`src/rtl/spi_rd_pkg.sv`:
```
package spi_rd_pkg;

    localparam int OPC_W = 8;

    localparam logic [OPC_W-1:0] OPC_WR_STATUS = 8'h01;
    localparam logic [OPC_W-1:0] OPC_WR_ARRAY  = 8'h02;
    localparam logic [OPC_W-1:0] OPC_RD_ARRAY  = 8'h03;
    localparam logic [OPC_W-1:0] OPC_RD_STATUS = 8'h05;
    localparam logic [OPC_W-1:0] OPC_WR_ENABLE = 8'h06;

    typedef enum logic [2:0] {
        PH_OPC  = 3'd0,
        PH_ADDR = 3'd1,
        PH_DATA = 3'd2,
        PH_STAT = 3'd3,
        PH_ARM  = 3'd4,
        PH_SKIP = 3'd5
    } phase_e;

endpackage

```
`src/rtl/srd_sck_edge.sv`:
```
module srd_sck_edge (
    input  logic clk,
    input  logic rst_n,
    input  logic sck,
    output logic rise,
    output logic fall
);

    logic sck_d, sck_q;

    always_comb begin
        sck_d = sck;
    end

    always_ff @(posedge clk or negedge rst_n) begin
        if (!rst_n) sck_q <= 1'b0;
        else        sck_q <= sck_d;
    end

    assign rise = sck & ~sck_q;
    assign fall = ~sck & sck_q;

endmodule

```
`src/rtl/srd_tx_shift.sv`:
```
module srd_tx_shift #(
    parameter int W = 8
) (
    input  logic         clk,
    input  logic         rst_n,
    input  logic         clr,
    input  logic         load,
    input  logic         shift,
    input  logic [W-1:0] val,
    output logic         so
);

    typedef struct packed {
        logic         bit_out;
        logic [W-2:0] rest;
    } tx_t;

    tx_t tx_d, tx_q;

    always_comb begin
        tx_d = tx_q;
        if (clr) begin
            tx_d = '0;
        end else if (load) begin
            {tx_d.bit_out, tx_d.rest} = val;
        end else if (shift) begin
            {tx_d.bit_out, tx_d.rest} = {tx_q.rest, 1'b0};
        end
    end

    always_ff @(posedge clk or negedge rst_n) begin
        if (!rst_n) tx_q <= '0;
        else        tx_q <= tx_d;
    end

    assign so = tx_q.bit_out;

endmodule

```
`src/rtl/spi_rd_engine.sv`:
```
module spi_rd_engine
    import spi_rd_pkg::*;
#(
    parameter int ADDR_W       = 13,
    parameter int ADDR_FIELD_W = 16,
    parameter int DATA_W       = 8
) (
    input  logic              clk,
    input  logic              rst_n,
    input  logic              sck,
    input  logic              cs_n,
    input  logic              si,
    output logic              so,
    output logic              so_oe,
    output logic              mem_rd_en,
    output logic [ADDR_W-1:0] mem_addr,
    input  logic [DATA_W-1:0] mem_rd_data,
    input  logic [DATA_W-1:0] status_in,
    output logic              wr_latch_set
);

    localparam int SHIFT_MAX = (ADDR_FIELD_W > OPC_W) ? ADDR_FIELD_W : OPC_W;
    localparam int CNT_W     = $clog2(SHIFT_MAX);
    localparam int OUT_W     = (DATA_W > 2) ? $clog2(DATA_W) : 1;

    typedef struct packed {
        phase_e            ph;
        logic [CNT_W-1:0]  in_cnt;
        logic [OUT_W-1:0]  out_cnt;
        logic [OPC_W-1:0]  opc;
        logic [ADDR_W-1:0] addr;
        logic              rd_en;
        logic              pend;
        logic [DATA_W-1:0] nxt_byte;
        logic              oe;
        logic              wl;
    } eng_t;

    eng_t eng_d, eng_q;

    logic              sck_rise, sck_fall;
    logic              tx_load, tx_shift;
    logic [DATA_W-1:0] tx_val;
    logic [OPC_W-1:0]  opc_next;
    logic              byte_start;

    srd_sck_edge u_edge (
        .clk   (clk),
        .rst_n (rst_n),
        .sck   (sck),
        .rise  (sck_rise),
        .fall  (sck_fall)
    );

    always_comb begin
        eng_d      = eng_q;
        eng_d.rd_en = 1'b0;
        eng_d.wl    = 1'b0;
        eng_d.pend  = eng_q.rd_en;
        if (eng_q.pend) eng_d.nxt_byte = mem_rd_data;

        tx_load    = 1'b0;
        tx_shift   = 1'b0;
        tx_val     = eng_q.nxt_byte;
        opc_next   = {eng_q.opc[OPC_W-2:0], si};
        byte_start = (eng_q.out_cnt == '0);

        if (cs_n) begin
            eng_d.ph      = PH_OPC;
            eng_d.in_cnt  = '0;
            eng_d.out_cnt = '0;
            eng_d.opc     = '0;
            eng_d.oe      = 1'b0;
            eng_d.wl      = (eng_q.ph == PH_ARM);
        end else begin
            unique case (eng_q.ph)
                PH_OPC: begin
                    if (sck_rise) begin
                        eng_d.opc = opc_next;
                        if (eng_q.in_cnt == CNT_W'(OPC_W - 1)) begin
                            eng_d.in_cnt = '0;
                            case (opc_next)
                                OPC_RD_ARRAY:  eng_d.ph = PH_ADDR;
                                OPC_RD_STATUS: eng_d.ph = PH_STAT;
                                OPC_WR_ENABLE: eng_d.ph = PH_ARM;
                                default:       eng_d.ph = PH_SKIP;
                            endcase
                        end else begin
                            eng_d.in_cnt = eng_q.in_cnt + 1'b1;
                        end
                    end
                end
                PH_ADDR: begin
                    if (sck_rise) begin
                        eng_d.addr = {eng_q.addr[ADDR_W-2:0], si};
                        if (eng_q.in_cnt == CNT_W'(ADDR_FIELD_W - 1)) begin
                            eng_d.in_cnt = '0;
                            eng_d.ph     = PH_DATA;
                            eng_d.rd_en  = 1'b1;
                        end else begin
                            eng_d.in_cnt = eng_q.in_cnt + 1'b1;
                        end
                    end
                end
                PH_DATA, PH_STAT: begin
                    if (sck_fall) begin
                        eng_d.oe = 1'b1;
                        if (eng_q.out_cnt == OUT_W'(DATA_W - 1)) eng_d.out_cnt = '0;
                        else                                     eng_d.out_cnt = eng_q.out_cnt + 1'b1;
                        if (byte_start) begin
                            tx_load = 1'b1;
                            if (eng_q.ph == PH_DATA) begin
                                tx_val      = eng_q.nxt_byte;
                                eng_d.addr  = eng_q.addr + 1'b1;
                                eng_d.rd_en = 1'b1;
                            end else begin
                                tx_val = status_in;
                            end
                        end else begin
                            tx_shift = 1'b1;
                        end
                    end
                end
                PH_ARM: begin
                    if (sck_rise) eng_d.ph = PH_SKIP;
                end
                default: ;
            endcase
        end
    end

    always_ff @(posedge clk or negedge rst_n) begin
        if (!rst_n) eng_q <= '0;
        else        eng_q <= eng_d;
    end

    srd_tx_shift #(.W(DATA_W)) u_tx (
        .clk   (clk),
        .rst_n (rst_n),
        .clr   (cs_n),
        .load  (tx_load),
        .shift (tx_shift),
        .val   (tx_val),
        .so    (so)
    );

    assign so_oe        = eng_q.oe;
    assign mem_rd_en    = eng_q.rd_en;
    assign mem_addr     = eng_q.addr;
    assign wr_latch_set = eng_q.wl;

endmodule

```
`config.mk`:
```
export PLATFORM = sky130hd
export DESIGN_NAME = spi_rd_engine
export DESIGN_NICKNAME = d
export VERILOG_FILES = /design/src/rtl/spi_rd_pkg.sv /design/src/rtl/srd_sck_edge.sv /design/src/rtl/srd_tx_shift.sv /design/src/rtl/spi_rd_engine.sv
export SDC_FILE = /design/constraint.sdc
export NUM_CORES = 1
export LEC_CHECK = 0
export BUFFER_PORTS_ARGS = -buffer_cell sky130_fd_sc_hd__clkbuf_2
export CAP_MARGIN = 20
export CORE_AREA = 8 8 108 70
export CTS_CLUSTER_DIAMETER = 80
export DETAILED_ROUTE_END_ITERATION = 6
export DIE_AREA = 0 0 116 78
export PLACE_DENSITY = 0.78
export SLEW_MARGIN = 40
export SYNTH_ARGS = -nofsm -noshare
export SYNTH_HDL_FRONTEND = slang
export SYNTH_SLANG_ARGS = --single-unit
export TNS_END_PERCENT = 50
```
`constraint.sdc`:
```
create_clock -name clk -period 3.6 [get_ports clk]
set_input_delay 0.36 -clock clk [delete_from_list [all_inputs] [get_ports clk]]
set_output_delay 0.36 -clock clk [all_outputs]
set_load 0.05 [all_outputs]
```
==> results of run 1 <==
sequential cells by signal, summed over array words and instances (netlist names):
signal,flops
eng_q,26
mem_addr,13
u_tx.tx_q,7
mem_rd_en,1
so_oe,1
u_edge.sck_q,1
u_tx.so,1
wr_latch_set,1
area by class of cell:
class	count	area, um2
fillers	554	2790
multi-input cells	208	1410
flip-flops and latches	51	1280
repair buffers	39	203
well taps	84	105
clock buffers	6	82.6
clock inverters	2	38.8
inverters	10	37.5
critical path, cell delays in order, from the launching register on:
cell and delay, ns:
dfrtp_1 0.88, nor4bb_1 0.29, a31o_2 0.32, and2_1 0.37, a32o_1 0.23
power by group:
part           leakage [uW]  switching [uW]  internal [uW]  total, uW
Sequential         0.000699            9.33            578        587
Combinational      0.000625            45.8           20.4       66.2
Clock             0.0000618             199            229        428
Total               0.00139             254            827       1080
cells in the final DEF (no fill, tap or decap), types with 7 or more instances in the layout:
master	count
nand2_1	40
o211ai_1	15
clkbuf_2	36
nand3_1	13
nor2_1	13
dfrtp_1	51
mux2i_1	7
a21oi_1	26
inv_1	10
mux2_2	9
per-stage QoR:
| step | setup WS (ns) | power [uW] | hold slack [ns] |
|---|---|---|---|
| floorplan | 1.92 | 634 | 0.0644 |
| global placement | 1.43 | 663 | 0.386 |
| detailed placement | 1.37 | 665 | 0.383 |
| CTS | 1.48 | 1090 | 0.158 |
| global route | 1.30 | 1120 | 0.00232 |
| finish | 1.44 | 1080 | -0.0204 |
layer usage:
layer | wire length [um] | up-vias
li1 | - | 1122
met1 | 3120 | 1116
met2 | 2770 | 69
met3 | 525 | 5
met4 | 58 | 0
met5 | 0 | -
worst max path at each step:
stage	from	endpoint	slack, ns	depth (start not counted)
floorplan	eng_q[33]	mem_addr[3]	1.92	7
global placement	cs_n	mem_addr[9]	1.43	4
detailed placement	cs_n	mem_addr[3]	1.37	4
CTS	eng_q[40]	mem_addr[3]	1.48	4
global route	eng_q[40]	mem_addr[3]	1.30	4
finish	eng_q[40]	mem_addr[3]	1.44	4
logic make-up (layout without fill, tap and decap cells):
| logic type | after synthesis | count (layout) | share of synthesized area [%] |
|---|---|---|---|
| flip-flops | 51 | 51 | 44.0 |
| adder cells (fa/ha/maj) | 5 | 5 | 2.16 |
| AO/OA/AOI/OAI | 78 | 78 | 19.2 |
| multiplexers | 16 | 16 | 5.91 |
| buffers and inverters | 41 | 57 | 7.55 |
| XOR/XNOR | 3 | 3 | 0.906 |
| AND/OR/NAND/NOR | 106 | 106 | 20.2 |
==> results.cfg, run 1 <==
[outcome]
status = finished with violations
violations = hold timing

[cts]
tritoncts.num_buffers = 5
cts_resized = 0
cts_hold_buffers = 0
insertion_delay_ns = 0.31
root_buffer = clkbuf_8
numClockSinks = 51
tritoncts = yes
clockBufferDepth = 2
cts_setup_buffers = 0
htreeDepth = 2
path_clk_slew_ns = 0.10

[sta]
rsz0062_at_grt = false
fmax_mhz = 463
final-max-slew-violation-count = 0
min_period_ns = 2.16
tns_ns = 0
skew_ns = 0.00996
worst_pin_slew_ns = 0.798
finalSetupViolCount = 0
holdWs_ns = -0.0204
finalCritPeriodShare_pct = 60.0
relSlewSlack_pct = 46.8
hold_viol_final = 32

[synthesis]
ys_ff_latch = 51
yosysUniqueCellTypes = 53
synth_nets = 326
netlist_instances = 300
synth_common_cells = dfrtp_1, nand2_1, a21oi_1, o211ai_1
synth-edff-count = 0
synth_top_area_cell = dfrtp_1
avgSynthCellArea_um2 = 9.67
synth_flop_cell = dfrtp_1
yosysSeqAreaShare_pct = 44.0
synth.top_cell.area_share_pct = 44.0
synth_area_mm2 = 0.00290
ys_top_cells_by_area = dfrtp_1, nand2_1, a21oi_1
synth_async_sr_flop_share_pct = 100
yosys_warnings = 0
yosysMostFrequentCell = dfrtp_1

[floorplan]
start_util_pct = 48.8
row_count = 22
io_pins = 38
chipWidth_um = 116
die-area_mm2 = 0.00905
core_area_mm2 = 0.00595
die_h_um = 78

[grt]
grt_busiest_layer = met2
grt_overflow = 0
met1_usage_pct = 21.8
gr-usage-met2_pct = 22.0
grt_max_degree = 34
met3_usage_pct = 4.40
grt_pass1_wl_um = 11300
grt_pass1_vias = 2278
grt_use_total_pct = 15.3
antenna_found_initial = 0

[critical_path]
cp_max_fo = 17
cp.arrival_ns = 2.41
rrSetupSlack_ns = 1.44
reg2reg_from = eng_q[40]
start_kind = flop
cp.required_ns = 3.85
worstSetupPathType = flop to flop
r2r-end = mem_addr[3]
r2r_cells = 4
crit_path_end_kind = flop

[final_layout]
fin_area_mm2 = 0.00315
syn2layout_area_growth_pct = 8.71
nets = 341
drive_above_1_share_pct = 21.5
finish.utilization_pct = 53.0
stdcell_count = 400
n_antenna_cell = 0

[place]
numPortBuffers = 37
place_congestion = 0.887
dpl.hpwl_um = 4650
place_inst = 392
placed_area_mm2 = 0.00303

[detailed_routing]
vias = 2312
firstDrtPassIters = 4
viasPerCell = 5.78
wl_per_cell_um = 16.2
post-route-drc-count = 0
drt_iter0_markers = 194
routed_wirelength_um = 6480
ant_nets = 0

[worst_hold_path]
hp-class = primary input to async pin

[pwr]
leakagePower_uw = 0.00139
power.density_mw_per_mm2 = 343
irDropWorstVdd_mv = 0.172

[run]
max_cap_violations = 0
Power figures use the tool's default switching activity.
==> inputs of run 2 (changes only) <==
- ABC_AREA: not set -> 1
- CORE_AREA: 8 8 108 70 -> 8 8 109 71
- DIE_AREA: 0 0 116 78 -> 0 0 117 79
- PLACE_DENSITY: 0.78 -> 0.77
- clock period: 3.6 -> 2 ns (I/O delays scaled with it)
==> run 2 against run 1 <==
Against the previous run: the run now ends clean; synthesized cell count increased by 32%; first-iteration DRC count increased by 5.2%; non-clock buffer count increased by 5; wire length increased by 6.5%; clock power increased by 46%; sequential share of layout area decreased by 1.1 points; clock-buffer cell count unchanged; clock skew about the same; area after synthesis increased by 1.4%; utilization decreased by 1.4 points.
==> results.cfg, run 2 <==
[outcome]
status = completed

[detailed_routing]
ant_nets = 0
routed_wirelength_um = 6900
vias = 2613
wl_per_cell_um = 13.4
firstDrtPassIters = 4
viasPerCell = 5.07
post-route-drc-count = 0
drt_iter0_markers = 204

[place]
dp_worst_setup_slack_ns = 0.228
numPortBuffers = 37
dpl.hpwl_um = 5180
place_congestion = 0.859

[final_layout]
largest_register_ffs = 26
num-fill-cells = 630
drive_above_1_share_pct = 16.4
nets = 453
final_cell_mix = nand2_1, dfrtp_1, nand3_1
n_antenna_cell = 0
largest_register = eng_q
syn2layout_area_growth_pct = 10.2
final_common_cell = nand2_1

[grt]
grt_pass1_wl_um = 11800
antenna_found_initial = 0
grt_overflow = 0
grt_use_total_pct = 15.8
grt_max_degree = 20
grt_pass1_vias = 2544

[pwr]
leakagePower_uw = 0.00165
irDropWorstVdd_mv = 0.285
power.density_mw_per_mm2 = 634

[synthesis]
avgSynthCellArea_um2 = 7.43
synth_common_cells = nand2_1, dfrtp_1, nand3_1, inv_1, o21ai_0
synth_flop_cell = dfrtp_1
synth_nets = 422
netlist_instances = 396
yosysSeqAreaShare_pct = 43.4
synth_area_mm2 = 0.00294
yosysMostFrequentCell = nand2_1
synth_top_area_cell = dfrtp_1
synth_async_sr_flop_share_pct = 100
synth-edff-count = 0
yosys_warnings = 0
ys_ff_latch = 51
yosysUniqueCellTypes = 30
ys_top_cells_by_area = dfrtp_1, nand2_1, nand3_1
synth.top_cell.area_share_pct = 43.4

[cts]
root_buffer = clkbuf_8
path_clk_slew_ns = 0.10
tritoncts = yes
cts_resized = 0
cts_setup_buffers = 0
htreeDepth = 2
insertion_delay_ns = 0.31
cts_hold_buffers = 1
numClockSinks = 51
tritoncts.num_buffers = 5
clockBufferDepth = 2

[sta]
tns_ns = 0
fmax_mhz = 548
skew_ns = 0.00997
worst_pin_slew_ns = 0.408
hold_viol_final = 0
postLayoutSetupSlackWorst_ns = 0.176
rsz0062_at_grt = false
final-max-slew-violation-count = 0
finalSetupViolCount = 0
relSlewSlack_pct = 72.8
min_period_ns = 1.82
finalCritPeriodShare_pct = 91.2

[critical_path]
startpoint = eng_q[33]
cp.required_ns = 2.20
cp_max_fo = 18
start_kind = flop
r2r-end = mem_addr[8]
endpoint = mem_addr[8]
r2r_cells = 11
rrSetupSlack_ns = 0.18
cp.arrival_ns = 2.03
reg2reg_from = eng_q[33]
crit_path_end_kind = flop
worstSetupPathType = flop to flop

[floorplan]
core_area_mm2 = 0.00627
start_util_pct = 46.9
row_count = 23
io_pins = 38
die_h_um = 79
die-area_mm2 = 0.00924
chipWidth_um = 117

[worst_hold_path]
hp-class = primary input to flop
hold_path_depth = 1

[run]
max_cap_violations = 0
-- run 2: cell count changes in the layout (fill, tap and decap cells not counted), moves of 5 or more --
cell,change
inv_2,+5
a32o_1,-6
a21oi_1,-21
o211ai_1,-7
mux2i_1,-7
o21ai_0,+32
inv_1,+32
mux2_2,-9
nor2_1,+11
nand2_1,+83
nand3_1,+36
-- run 2: logic make-up after synthesis --
group / Yosys count / synth area share (%)
compound gates: 55 / 10.4
xor+xnor: 1 / 0.298
fa+ha+maj: 5 / 2.13
buf+inv: 68 / 11.1
flops: 51 / 43.4
simple gates: 216 / 32.6
-- run 2: layout make-up --
| type | count | area (um2) | area share, % |
|---|---|---|---|
| multi-input cells | 277 | 1340 | 41.2 |
| well taps | 87 | 109 | 3.36 |
| inverters | 48 | 180 | 5.56 |
| clock inverters | 2 | 16.3 | 0.502 |
| repair buffers | 44 | 240 | 7.41 |
| clock buffers | 6 | 82.6 | 2.55 |
| flip-flops and latches | 51 | 1280 | 39.4 |
-- run 2: power breakdown --
group	internal (uW)	switching, uW
clock network	283	344
logic	87.8	239
registers	1060	42.1
-- run 2: worst min path at each step --
stage | startpoint | slack, ns | end
after CTS | sck | 0.04 | u_edge.sck_q
after floorplan | rst_n | -0.1 | eng_q[10]
final | sck | 0.04 | u_edge.sck_q
after global placement | rst_n | 0.13 | eng_q[29]
after global routing | sck | 0.03 | u_edge.sck_q
after detailed placement | rst_n | 0.14 | eng_q[29]
-- run 2: layer usage --
metal	wire length [um]	global-route usage, %
met2	3080	23.8
met1	3370	22.4
met4	70	4.32
met3	378	3.41
met5	0	0
-- run 2: worst max-delay path: stages, from the launching register on --
cell	delay (ns)
dfrtp_1	0.39
inv_1	0.09
ha_1	0.21
inv_1	0.05
nor2_1	0.09
nand2_1	0.09
nand2_1	0.08
nand2_2	0.08
nor2_4	0.33
inv_1	0.16
nand2_1	0.10
nand2_1	0.05
-- run 2: per-stage QoR --
stage	cells	util [%]	total power [uW]	hold slack [ns]	instance area, um2
6_report	515	51.7	2060	0.0369	3240
5_1_grt	515	51.7	2150	0.0267	3240
4_1_cts	515	51.7	2080	0.0353	3240
3_5_place_dp	506	49.9	1440	0.139	3130
3_3_place_gp	506	49.9	1430	0.131	3130
2_1_floorplan	396	-	1350	-0.0956	2940
